## src/rtl/kbd_port_pkg.sv

```systemverilog
// Shared constants and types for the keyboard/border/speaker port.
// Assumes an 8-bit data bus and a three-bit colour field.
package kbd_port_pkg;
    localparam int DATA_W   = 8;
    localparam int COLOR_W  = 3;
    localparam int MIC_BIT  = 3;
    localparam int SPK_BIT  = 4;
    localparam int EAR_BIT  = 6;

    typedef struct packed {
        logic               spk;
        logic               mic;
        logic [COLOR_W-1:0] border;
    } out_latch_t;
endpackage

```

## src/rtl/kbd_row_merge.sv

```systemverilog
// Combines the key lines of every enabled half-row with an active-low
// wired-AND. Assumes row_sel_n bit r enables half-row r when low and
// keys_n holds half-row r in bits [r*COLS +: COLS]. Purely combinational.
module kbd_row_merge #(
    parameter int ROWS = 8,
    parameter int COLS = 5
) (
    input  logic [ROWS-1:0]      row_sel_n,
    input  logic [ROWS*COLS-1:0] keys_n,
    output logic [COLS-1:0]      cols_n
);
    logic [COLS-1:0] masked [ROWS];

    // Force a disabled half-row to all ones so it drops out of the AND.
    for (genvar r = 0; r < ROWS; r++) begin : g_row
        assign masked[r] = keys_n[r*COLS +: COLS] | {COLS{row_sel_n[r]}};
    end

    // Fold all half-rows together.
    always_comb begin
        cols_n = '1;
        for (int r = 0; r < ROWS; r++) begin
            cols_n = cols_n & masked[r];
        end
    end
endmodule

```

## src/rtl/port_write_regs.sv

```systemverilog
// Output latches for border colour, tape output and speaker. Assumes
// wr_en is already qualified by the port decode. Synchronous active-low reset.
module port_write_regs
    import kbd_port_pkg::*;
(
    input  logic              clk,
    input  logic              rst_n,
    input  logic              wr_en,
    input  logic [SPK_BIT:0]  wbits,
    output out_latch_t        q
);
    // Capture the low five data bits on a qualified write.
    always_ff @(posedge clk) begin
        if (!rst_n) begin
            q <= '0;
        end else if (wr_en) begin
            q.border <= wbits[COLOR_W-1:0];
            q.mic    <= wbits[MIC_BIT];
            q.spk    <= wbits[SPK_BIT];
        end
    end


    write_load_chk: assert property (@(posedge clk) disable iff (!rst_n)
        wr_en |=> (q == {$past(wbits[SPK_BIT]), $past(wbits[MIC_BIT]),
                         $past(wbits[COLOR_W-1:0])}));


    write_hold_chk: assert property (@(posedge clk) disable iff (!rst_n)
        !wr_en |=> $stable(q));


    reset_clear_chk: assert property (@(posedge clk)
        !rst_n |=> (q == '0));
endmodule

```

## src/rtl/float_bus_latch.sv

```systemverilog
// Holds the last byte the display fetcher took from the bus. Assumes
// fetch_stb marks a valid fetch_data. Synchronous active-low reset to 0xFF.
module float_bus_latch
    import kbd_port_pkg::*;
(
    input  logic              clk,
    input  logic              rst_n,
    input  logic              fetch_stb,
    input  logic [DATA_W-1:0] fetch_data,
    output logic [DATA_W-1:0] q
);
    // Record each fetched byte.
    always_ff @(posedge clk) begin
        if (!rst_n) begin
            q <= '1;
        end else if (fetch_stb) begin
            q <= fetch_data;
        end
    end


    fetch_capture_chk: assert property (@(posedge clk) disable iff (!rst_n)
        fetch_stb |=> (q == $past(fetch_data)));


    fetch_hold_chk: assert property (@(posedge clk) disable iff (!rst_n)
        !fetch_stb |=> $stable(q));
endmodule

```

## src/rtl/kbd_border_port.sv

```systemverilog
// Partially decoded I/O port: address bit 0 low selects it. Writes set
// border, tape output and speaker; reads return a keyboard scan and the
// tape input; odd-port reads return the floating video bus when enabled.
// Assumes COLS <= 5 so key lines fit below the fixed bit 5.
module kbd_border_port
    import kbd_port_pkg::*;
#(
    parameter int ROWS     = 8,
    parameter int COLS     = 5,
    parameter bit FLOAT_EN = 1'b1
) (
    input  logic                  clk,
    input  logic                  rst_n,
    input  logic [8+ROWS-1:0]     addr,
    input  logic                  io_rd,
    input  logic                  io_wr,
    input  logic [DATA_W-1:0]     wdata,
    output logic [DATA_W-1:0]     rdata,
    input  logic [ROWS*COLS-1:0]  keys_n,
    input  logic                  ear_in,
    input  logic                  fetch_stb,
    input  logic [DATA_W-1:0]     fetch_data,
    input  logic                  fetch_period,
    output logic [COLOR_W-1:0]    border,
    output logic                  mic_out,
    output logic                  spk_out
);
    localparam int ADDR_W = 8 + ROWS;

    logic              port_sel;
    logic [COLS-1:0]   cols_n;
    logic [DATA_W-1:0] even_byte;
    logic [DATA_W-1:0] odd_byte;
    out_latch_t        latch_q;
    logic              unused_bits;

    // Only bit 0 takes part in the decode; the rest of the low byte is spare.
    assign port_sel    = ~addr[0];
    assign unused_bits = ^{addr[7:1], wdata[DATA_W-1:SPK_BIT+1]};

    kbd_row_merge #(.ROWS(ROWS), .COLS(COLS)) i_merge (
        .row_sel_n (addr[ADDR_W-1:8]),
        .keys_n    (keys_n),
        .cols_n    (cols_n)
    );

    port_write_regs i_wregs (
        .clk   (clk),
        .rst_n (rst_n),
        .wr_en (io_wr && port_sel),
        .wbits (wdata[SPK_BIT:0]),
        .q     (latch_q)
    );

    assign border  = latch_q.border;
    assign mic_out = latch_q.mic;
    assign spk_out = latch_q.spk;

    // Assemble the even-port read byte: ones, tape input, key lines.
    always_comb begin
        even_byte          = '1;
        even_byte[COLS-1:0] = cols_n;
        even_byte[EAR_BIT] = ear_in;
    end

    // Select the floating-bus variant.
    if (FLOAT_EN) begin : g_float
        logic [DATA_W-1:0] fetched_q;
        float_bus_latch i_float (
            .clk        (clk),
            .rst_n      (rst_n),
            .fetch_stb  (fetch_stb),
            .fetch_data (fetch_data),
            .q          (fetched_q)
        );
        assign odd_byte = fetch_period ? fetched_q : '1;
    end else begin : g_nofloat
        logic unused_fetch;
        assign unused_fetch = ^{fetch_stb, fetch_data, fetch_period};
        assign odd_byte     = '1;
    end

    // Read data multiplexer.
    always_comb begin
        if (!io_rd)        rdata = '1;
        else if (port_sel) rdata = even_byte;
        else               rdata = odd_byte;
    end


    fixed_bits_chk: assert property (@(posedge clk) disable iff (!rst_n)
        (io_rd && !addr[0]) |-> (rdata[7] && rdata[5] && rdata[6] == ear_in));


    no_row_chk: assert property (@(posedge clk) disable iff (!rst_n)
        (io_rd && !addr[0] && (&addr[ADDR_W-1:8])) |-> (&rdata[COLS-1:0]));


    outside_fetch_chk: assert property (@(posedge clk) disable iff (!rst_n)
        (io_rd && addr[0] && !fetch_period) |-> (rdata == 8'hFF));


    float_off_chk: assert property (@(posedge clk) disable iff (!rst_n)
        (!FLOAT_EN && io_rd && addr[0]) |-> (rdata == 8'hFF));


    idle_read_chk: assert property (@(posedge clk) disable iff (!rst_n)
        !io_rd |-> (rdata == 8'hFF));


    odd_write_chk: assert property (@(posedge clk) disable iff (!rst_n)
        (io_wr && addr[0]) |=> $stable({border, mic_out, spk_out}));
endmodule

```

## config.mk

```make
export PLATFORM = sky130hd
export DESIGN_NAME = kbd_border_port
export DESIGN_NICKNAME = d
export VERILOG_FILES = /design/src/rtl/kbd_port_pkg.sv /design/src/rtl/kbd_row_merge.sv /design/src/rtl/port_write_regs.sv /design/src/rtl/float_bus_latch.sv /design/src/rtl/kbd_border_port.sv
export SDC_FILE = /design/constraint.sdc
export NUM_CORES = 1
export LEC_CHECK = 0
export BUFFER_PORTS_ARGS = -buffer_cell sky130_fd_sc_hd__buf_2
export CORE_MARGIN = 10
export CORE_UTILIZATION = 32
export DETAILED_ROUTE_END_ITERATION = 8
export HOLD_SLACK_MARGIN = 0.15
export PLACE_DENSITY_LB_ADDON = 0.05
export SETUP_SLACK_MARGIN = 0.2
export SLEW_MARGIN = 20
export SYNTH_ARGS = -nofsm -noshare
export SYNTH_HDL_FRONTEND = slang
export SYNTH_SLANG_ARGS = --single-unit
```

## constraint.sdc

```tcl
create_clock -name clk -period 1.4 [get_ports clk]
set_clock_uncertainty 0.2 [all_clocks]
set_input_delay 0.14 -clock clk [delete_from_list [all_inputs] [get_ports clk]]
set_output_delay 0.14 -clock clk [all_outputs]
set_load 0.02 [all_outputs]
```

==> impl_metrics.tcl, run 1 <==
set metrics [dict create \
    synthCells 91 \
    rsz0062_at_grt "true" \
    crit_type "in -> out" \
    drv_slew 0 \
    synth_adder_area_share_pct 0 \
    wl_per_cell_um 17.2 \
    status "complete, but fails checks" \
    tns_ns -0.809 \
    rows 17 \
    synth_xor_area_share_pct 0 \
    clock_path_buffers 2 \
    dieArea_um2 4670 \
    antenna_cells 0 \
    worst_pin_slew_ns 0.229 \
    hold_violations 0 \
    synth_most_common_cell "o22ai_1" \
    grt_pass1_wl_um 5790 \
    clk_pin_slew_worst_paths_ns 0.07 \
    holdCritPathClass "in -> reg" \
    synth_seq_area_share_pct 34.8 \
    synth_top_area_share_pct 34.8 \
    power.density_nw_per_um2 614 \
    grt_pass1_vias 1268 \
    fin_ws_ns -0.169 \
    place_congestion 0.867 \
    synth_top_family_by_area "simple AND/OR/NAND/NOR gates" \
    via_count 1152 \
    synth_compound_area_share_pct 22.4 \
    ir_worst_vdd_mv 0.727 \
    syn-num-nets 170 \
    ys_seq_elements 13 \
    antenna_found_initial 0 \
    synthTopCellsByArea "dfxtp_1, mux2i_1, o22ai_1" \
    cts_buffers 3 \
    clockRootBuffer "clkbuf_4" \
    synth_largest_area_cell "dfxtp_1" \
    relSlewSlack_pct 84.6 \
    drtAntennaViolNets 0 \
    dp.final_hpwl_um 2900 \
    portBuffers 81 \
    die_h_um 68.4 \
    startpoint_type "input pin" \
    start_util_pct 33.8 \
    violations "setup timing" \
    drt_wl_total_um 3850 \
    cts_tree "yes" \
    final_nets 276 \
    finalCritPeriodShare_pct 112 \
    die_w_um 68.4 \
    crit_arrival_ns 1.23 \
    overflow 0 \
    avgSynthCellArea_um2 8.22 \
    drtIter0Drc 45 \
    synth_common_cells "o22ai_1, dfxtp_1, mux2i_1" \
    postCtsSetupBuffers 0 \
    final.min_clock_period_ns 1.57 \
    drive_above_1_share_pct 59.2 \
    maxCapViolations 0 \
    avgViaCountPerCell 5.14 \
    htree_levels 1 \
    crit_required_ns 1.06 \
    syn-cell-area_um2 748 \
    core_um2 2210 \
    dr.pass1.iters 4 \
    synth-edff-count 0 \
    worstPathMaxFanout 5 \
    synth.area.mux_share_pct 17.4 \
    synth_ff_type "dfxtp_1" \
    hold_buffers 14 \
    yosysUniqueCellTypes 14 \
    synthToLayoutAreaGrowth_pct 130 \
    power_leakage_nw 0.802 \
    yosys.area_share.simple_pct 22.9 \
    holdWs_ns 0.0671 \
    yosys_warnings 0 \
    grt.total_usage_pct 16.3 \
    grt_max_degree 14 \
    setup_viol 5 \
    cts_sinks 13 \
    max_freq_mhz 637 \
    drc 0 \
    async_flop_share_pct 0 \
    insertion_delay_ns 0.27 \
    end_kind "primary output" \
    ios 92 \
]
==> power by group <==
part	switching (mW)	internal [mW]	total [mW]
Combinational	0.183	0.249	0.432
Clock	0.115	0.110	0.225
Sequential	0.0103	0.391	0.402
Total	0.308	0.751	1.06
==> worst max-delay path: stages <==
cell and delay [ns]:
buf_8 0.09, o22ai_2 0.07, or4_4 0.53, o311ai_4 0.24
buf_6 0.16
==> cells in the final DEF (no fill, tap or decap) <==
| cell type | n |
|---|---|
| o22ai_1 | 8 |
| o22ai_2 | 6 |
| inv_1 | 1 |
| nand3b_1 | 1 |
| clkbuf_4 | 3 |
| o21ai_0 | 2 |
| or2_4 | 2 |
| nand3_1 | 1 |
| buf_2 | 60 |
| o21ai_1 | 4 |
| buf_6 | 18 |
| nor2_1 | 10 |
| nor2b_1 | 6 |
| mux2i_1 | 13 |
| o22ai_4 | 1 |
| dfxtp_1 | 10 |
| clkbuf_1 | 1 |
| dfxtp_2 | 3 |
| nand2_1 | 9 |
| buf_4 | 10 |
| dlygate4sd3_1 | 14 |
| o311ai_4 | 5 |
| buf_8 | 3 |
| or4_4 | 5 |
==> routing by layer <==
metal | GRT usage (%) | vias to the layer above | wire length [um]
li1 | - | 558 | -
met1 | 15.1 | 537 | 1250
met2 | 32.3 | 50 | 2150
met3 | 6.85 | 7 | 401
met4 | 3.02 | 0 | 53
met5 | 0 | - | 0
==> final timing paths <==
path         slack, ns  cells after the start                  from                   end
min reg2reg       0.26                      2  g_float.i_float.q[5]  g_float.i_float.q[5]
min               0.07                      3             fetch_stb  g_float.i_float.q[5]
max reg2reg       0.52                      2          i_wregs.q[4]          i_wregs.q[4]
max              -0.17                      5               addr[9]              rdata[0]
==> kinds of logic after synthesis <==
kind of cell,Yosys count
AO/OA/AOI/OAI,26
buffers and inverters,5
flip-flops,13
multiplexers,13
AND/OR/NAND/NOR,34
==> stage by stage <==
step / area (um2) / instances / total power, mW / util, % / setup WS (ns)
after floorplan: 846 / 91 / 0.557 / - / -0.0307
final: 1720 / 224 / 1.06 / 77.9 / -0.169
after global placement: 1350 / 206 / 0.724 / 60.9 / -0.291
after detailed placement: 1350 / 206 / 0.734 / 60.9 / -0.311
after CTS: 1680 / 224 / 1.04 / 75.7 / -0.217
after global routing: 1720 / 224 / 1.13 / 77.9 / -0.202
==> timing repair <==
action	in CTS	in global routing
setup endpoints to repair	8	8
cloned	0	0
endpoints found under the hold margin	13	8
pin swaps	6	2
resized for setup	49	10
==> layout make-up <==
cell class / instances / area [um2]
well taps: 28 / 35.0
flip-flops and latches: 13 / 264
multi-input cells: 73 / 632
inverters: 1 / 3.75
fillers: 168 / 488
repair buffers: 105 / 763
clock buffers: 4 / 26.3
==> flip-flops by register name, summed over array words and instances (netlist names) <==
register	flops
i_wregs.q	5
g_float.i_float.q	8
Power figures use the tool's default switching activity.
==> inputs of run 2 (changes only) <==
--- a/config.mk
+++ b/config.mk
@@ -10,7 +10,7 @@
 export CORE_UTILIZATION = 32
 export DETAILED_ROUTE_END_ITERATION = 8
 export HOLD_SLACK_MARGIN = 0.15
-export PLACE_DENSITY_LB_ADDON = 0.05
+export PLACE_DENSITY_LB_ADDON = 0.2
 export SETUP_SLACK_MARGIN = 0.2
 export SLEW_MARGIN = 20
 export SYNTH_ARGS = -nofsm -noshare
==> run 2 against run 1 <==
The flow still finishes with violations (setup timing). Core utilization fell by 0.23 points. Critical endpoint unchanged. Total power is essentially flat. Sequential share of layout area hardly changed. Clock power about the same. Largest cell class unchanged. Non-clock buffer count decreased by 1. Maximum frequency fell by 0.84%. Die area stayed put. Global-route usage down 1.0 points.
==> impl_metrics.tcl, run 2 (synthesis gave the netlist of run 1 again) <==
set metrics [dict create \
    final_nets 275 \
    final_common_cell "buf_2" \
    worstPathMaxFanout 5 \
    crit_required_ns 1.06 \
    final_cell_mix "buf_2, buf_6, dlygate4sd3_1" \
    die_h_um 68.4 \
    p_clk_share_pct 21.3 \
    overflow 0 \
    max_freq_mhz 632 \
    rsz0062_at_grt "true" \
    clockRootBuffer "clkbuf_4" \
    startpoint_type "input pin" \
    drive_above_1_share_pct 57.9 \
    setup_viol 5 \
    regMostFlops "g_float.i_float.q" \
    p_int_mw 0.751 \
    crit_type "in -> out" \
    drtAntennaViolNets 0 \
    ios 92 \
    pwr-share-comb_pct 40.9 \
    finalNonFillerCells 223 \
    power_leakage_nw 0.794 \
    fin_ws_ns -0.183 \
    pwr-share-seq_pct 37.9 \
    multi_input_area_um2 627 \
    dr.pass1.iters 4 \
    drt_wl_total_um 3890 \
    avgViaCountPerCell 5.01 \
    wl_per_cell_um 17.4 \
    grt_pass1_wl_um 5490 \
    rows 17 \
    drc 0 \
    final.min_clock_period_ns 1.58 \
    relSlewSlack_pct 84.3 \
    grt_use_met1_pct 14.4 \
    top_usage_layer "met2" \
    min_path_cells 3 \
    p_sw_share_pct 29.1 \
    maxCapViolations 0 \
    reg_top3 "g_float.i_float.q x8, i_wregs.q x5" \
    power.density_nw_per_um2 617 \
    cts_tree "yes" \
    grt_pass1_vias 1234 \
    power.switching_mw 0.309 \
    finalCritPeriodShare_pct 113 \
    start_util_pct 33.8 \
    hold_violations 0 \
    tns_ns -0.851 \
    core_um2 2210 \
    insertion_delay_ns 0.27 \
    rrSetupSlack_ns 0.48 \
    synthToLayoutAreaGrowth_pct 130 \
    dieArea_um2 4670 \
    antenna_cells 0 \
    dp.cells 204 \
    ir_worst_vdd_mv 0.865 \
    grt_use_met3_pct 5.87 \
    die_w_um 68.4 \
    use_met2_pct 30.1 \
    clk_pin_slew_worst_paths_ns 0.07 \
    place_congestion 0.930 \
    worst_pin_slew_ns 0.234 \
    portBuffers 81 \
    htree_levels 1 \
    drv_slew 0 \
    largest_reg_flops 8 \
    clock_path_buffers 2 \
    via_count 1118 \
    crit_arrival_ns 1.24 \
    dp.final_hpwl_um 2960 \
    drtIter0Drc 34 \
    cts_sinks 13 \
    status "complete, but fails checks" \
    antenna_found_initial 0 \
    grt.total_usage_pct 15.3 \
    cts_buffers 3 \
    holdCritPathClass "in -> reg" \
    fillCellCount 158 \
    r2r_cells 3 \
    end_kind "primary output" \
    hold_buffers 14 \
    regArea_um2 264 \
    violations "setup timing" \
    grt_max_degree 14 \
]
-- run 2: layer usage --
metal,up-vias,part of all wire (%)
met1,516,34
met4,0,1.8
li1,556,-
met5,-,0
met2,38,58
met3,8,6.1
-- run 2: timing repair --
item,CTS,global route
endpoints found under the setup margin,8,8
pin swaps,6,1
setup buffers,0,1
endpoints found under the hold margin,13,8
gates resized for setup,48,13
-- run 2: layout make-up --
class / instances / share of cell area (%)
clock buffer: 4 / 1.53
inverter: 1 / 0.218
multi-input combinational: 73 / 36.5
sequential: 13 / 15.4
tap: 28 / 2.04
timing repair buffer: 104 / 44.4
-- run 2: through the flow --
stage,cell area [um2],setup slack (ns),hold WS (ns),power [mW],util (%)
finish,1720,-0.183,0.0773,1.06,77.7
global route,1720,-0.207,0.0920,1.12,77.7
CTS,1650,-0.228,0.0697,1.04,74.7
detailed placement,1330,-0.335,0.161,0.728,60.2
global placement,1330,-0.293,0.158,0.719,60.2
floorplan,846,-0.0307,0.0680,0.557,-
-- run 2: path summary, 6_finish.rpt --
kind                        startpoint                    to
setup reg to reg  g_float.i_float.q[6]  g_float.i_float.q[6]
hold / removal               fetch_stb  g_float.i_float.q[6]
setup / recovery               addr[9]              rdata[0]
hold reg to reg   g_float.i_float.q[7]  g_float.i_float.q[7]
-- run 2: power by group through the flow --
stage	Clock, mW	Sequential (mW)	Combinational [mW]
global placement	0	0.407	0.311
CTS	0.236	0.402	0.401
detailed placement	0	0.409	0.320
global route	0.249	0.404	0.463
finish	0.225	0.401	0.433
floorplan	0	0.415	0.142
-- run 2: critical path, stage by stage --
cell and delay, ns:
buf_8 0.10, o22ai_4 0.07, or4_4 0.54, o311ai_4 0.24, buf_6 0.16
==> inputs of run 3 (changes only) <==
--- a/config.mk
+++ b/config.mk
@@ -6,11 +6,12 @@
 export NUM_CORES = 1
 export LEC_CHECK = 0
 export BUFFER_PORTS_ARGS = -buffer_cell sky130_fd_sc_hd__buf_2
-export CORE_MARGIN = 10
 export CORE_UTILIZATION = 32
+export CTS_CLUSTER_DIAMETER = 30
 export DETAILED_ROUTE_END_ITERATION = 8
 export HOLD_SLACK_MARGIN = 0.15
 export PLACE_DENSITY_LB_ADDON = 0.2
+export RECOVER_POWER = 100
 export SETUP_SLACK_MARGIN = 0.2
 export SLEW_MARGIN = 20
 export SYNTH_ARGS = -nofsm -noshare
==> run 3 against run 2 <==
The run still ends with setup timing left. Global-route usage grew 10 points. Wire length shrank 18%. Sequential share of layout area shrank 0.32 points. Clock power is essentially flat. First-iteration DRC count shrank 2.9%. Critical path depth is the same. Via count grew 5.1%. Critical endpoint is now rdata[1]. Setup slack lost 0.012 ns. Critical path type unchanged. Flip-flop and latch count is the same.
==> impl_metrics.tcl, run 3 (synthesis gave the netlist of run 1 again) <==
set metrics [dict create \
    fin_util_pct 78.6 \
    finalCritPeriodShare_pct 114 \
    clockRootBuffer "clkbuf_4" \
    slowest_delay_ns 0.55 \
    core_um2 2210 \
    cts_buffers 3 \
    insertion_delay_ns 0.27 \
    die_h_um 50.4 \
    regMostFlops "g_float.i_float.q" \
    setup_viol 5 \
    power.switching_mw 0.310 \
    rsz0062_at_grt "true" \
    max_freq_mhz 627 \
    crit_arrival_ns 1.25 \
    clock_path_buffers 2 \
    design_area_um2 1740 \
    drtIter0Drc 33 \
    maxCapViolations 0 \
    antenna_cells 0 \
    drt_wl_total_um 3190 \
    die_w_um 50.4 \
    hold_violations 0 \
    portBuffers 81 \
    power.density_nw_per_um2 612 \
    final_cell_mix "buf_2, buf_6, dlygate4sd3_1" \
    pwr-share-seq_pct 37.7 \
    p_sw_share_pct 29.2 \
    avgViaCountPerCell 5.20 \
    slowest_stage "or4_4" \
    total_power_mw 1.06 \
    dieArea_um2 2540 \
    ir_worst_vdd_mv 0.740 \
    htree_levels 1 \
    pwr-share-comb_pct 41.0 \
    clk_pin_slew_worst_paths_ns 0.08 \
    grt_max_degree 14 \
    ios 92 \
    rows 17 \
    dpl_worst_slack_ns -0.325 \
    antenna_found_initial 0 \
    p_int_mw 0.753 \
    hold_buffers 14 \
    crit_required_ns 1.06 \
    crit_type "in -> out" \
    via_count 1175 \
    dr.pass1.iters 4 \
    grt_pass1_wl_um 4820 \
    worst_pin_slew_ns 0.509 \
    final_common_cell "buf_2" \
    startpoint_type "input pin" \
    placed_cell_area_um2 1330 \
    grt_pass1_vias 1139 \
    holdCritPathClass "in -> reg" \
    cts_sinks 13 \
    p_clk_share_pct 21.3 \
    drc 0 \
    fin_ws_ns -0.194 \
    drtAntennaViolNets 0 \
    start_util_pct 33.8 \
    power_leakage_nw 0.791 \
    largest_reg_flops 8 \
    worstPathMaxFanout 5 \
    status "complete, but fails checks" \
    end_kind "primary output" \
    drive_above_1_share_pct 56.6 \
    place_congestion 0.769 \
    grt.total_usage_pct 25.6 \
    reg_top3 "g_float.i_float.q x8, i_wregs.q x5" \
    cts_tree "yes" \
    final_nets 278 \
    violations "setup timing" \
    fillCellCount 177 \
    overflow 0 \
    dp.final_hpwl_um 2260 \
    wl_per_cell_um 14.1 \
    synthToLayoutAreaGrowth_pct 132 \
    path_cells "buf_8 > o22ai_2 > or4_4 > o311ai_4 > buf_6" \
    drv_slew 0 \
    final.min_clock_period_ns 1.59 \
    relSlewSlack_pct 66.1 \
]
[run 3: cell types whose count changed in the layout (fill, tap and decap cells not counted), moves of 2 or more]
cell,change
o22ai_2,+4
clkbuf_1,+6
buf_2,-5
dfxtp_1,+2
dfxtp_2,-2
o22ai_1,-3
[run 3: power groups by stage]
stage                     Clock (mW)  Sequential (mW)  Combinational (mW)
after floorplan                    0            0.415               0.142
after global placement             0            0.407               0.309
after detailed placement           0            0.408               0.319
after CTS                      0.232            0.401               0.409
after global routing           0.259            0.403               0.462
final                          0.226            0.401               0.436
[run 3: path summary, 6_finish.rpt]
path | from | endpoint | slack [ns] | cells after the start
max | addr[8] | rdata[1] | -0.19 | 5
min | fetch_stb | g_float.i_float.q[6] | 0.07 | 3
max reg2reg | g_float.i_float.q[6] | g_float.i_float.q[6] | 0.45 | 3
min reg2reg | g_float.i_float.q[0] | g_float.i_float.q[0] | 0.28 | 2
[run 3: stage by stage]
stage	TNS (ns)	hold WS, ns	std cells
2_1_floorplan	-0.119	0.0680	91
4_1_cts	-0.959	0.0630	226
5_1_grt	-1.00	0.0730	226
6_report	-0.886	0.0726	226
3_3_place_gp	-1.42	0.157	204
3_5_place_dp	-1.55	0.158	204
[run 3: critical path: cells and delay by family]
| kind | cells | cell delay (ns) |
|---|---|---|
| simple gates | 1 | 0.55 |
| compound gates | 2 | 0.32 |
| buf+inv | 2 | 0.25 |
[run 3: metal layers]
metal  vias up  global-route usage (%)  share of wire, %
met2        50                    48.2                54
met1       551                    26.7                38
li1        564                       -                 -
met3        10                    5.76               5.6
met4         0                    11.1               2.3
met5         -                       0                 0
[run 3: area by class of cell]
class                      instances  area [um2]  area share [%]
clock buffer                       4        26.3            1.51
inverter                           1        3.75           0.216
multi-input combinational         73         641            36.8
sequential                        13         262            15.0
tap                               28        35.0            2.01
timing repair buffer             107         772            44.4
[run 3: timing repair]
item                                   4_1_cts  5_1_grt
resized for setup                           46       17
buffers inserted                             4        0
endpoints found under the hold margin       13        8
pin swaps                                   10        6
setup endpoints to repair                    8        8
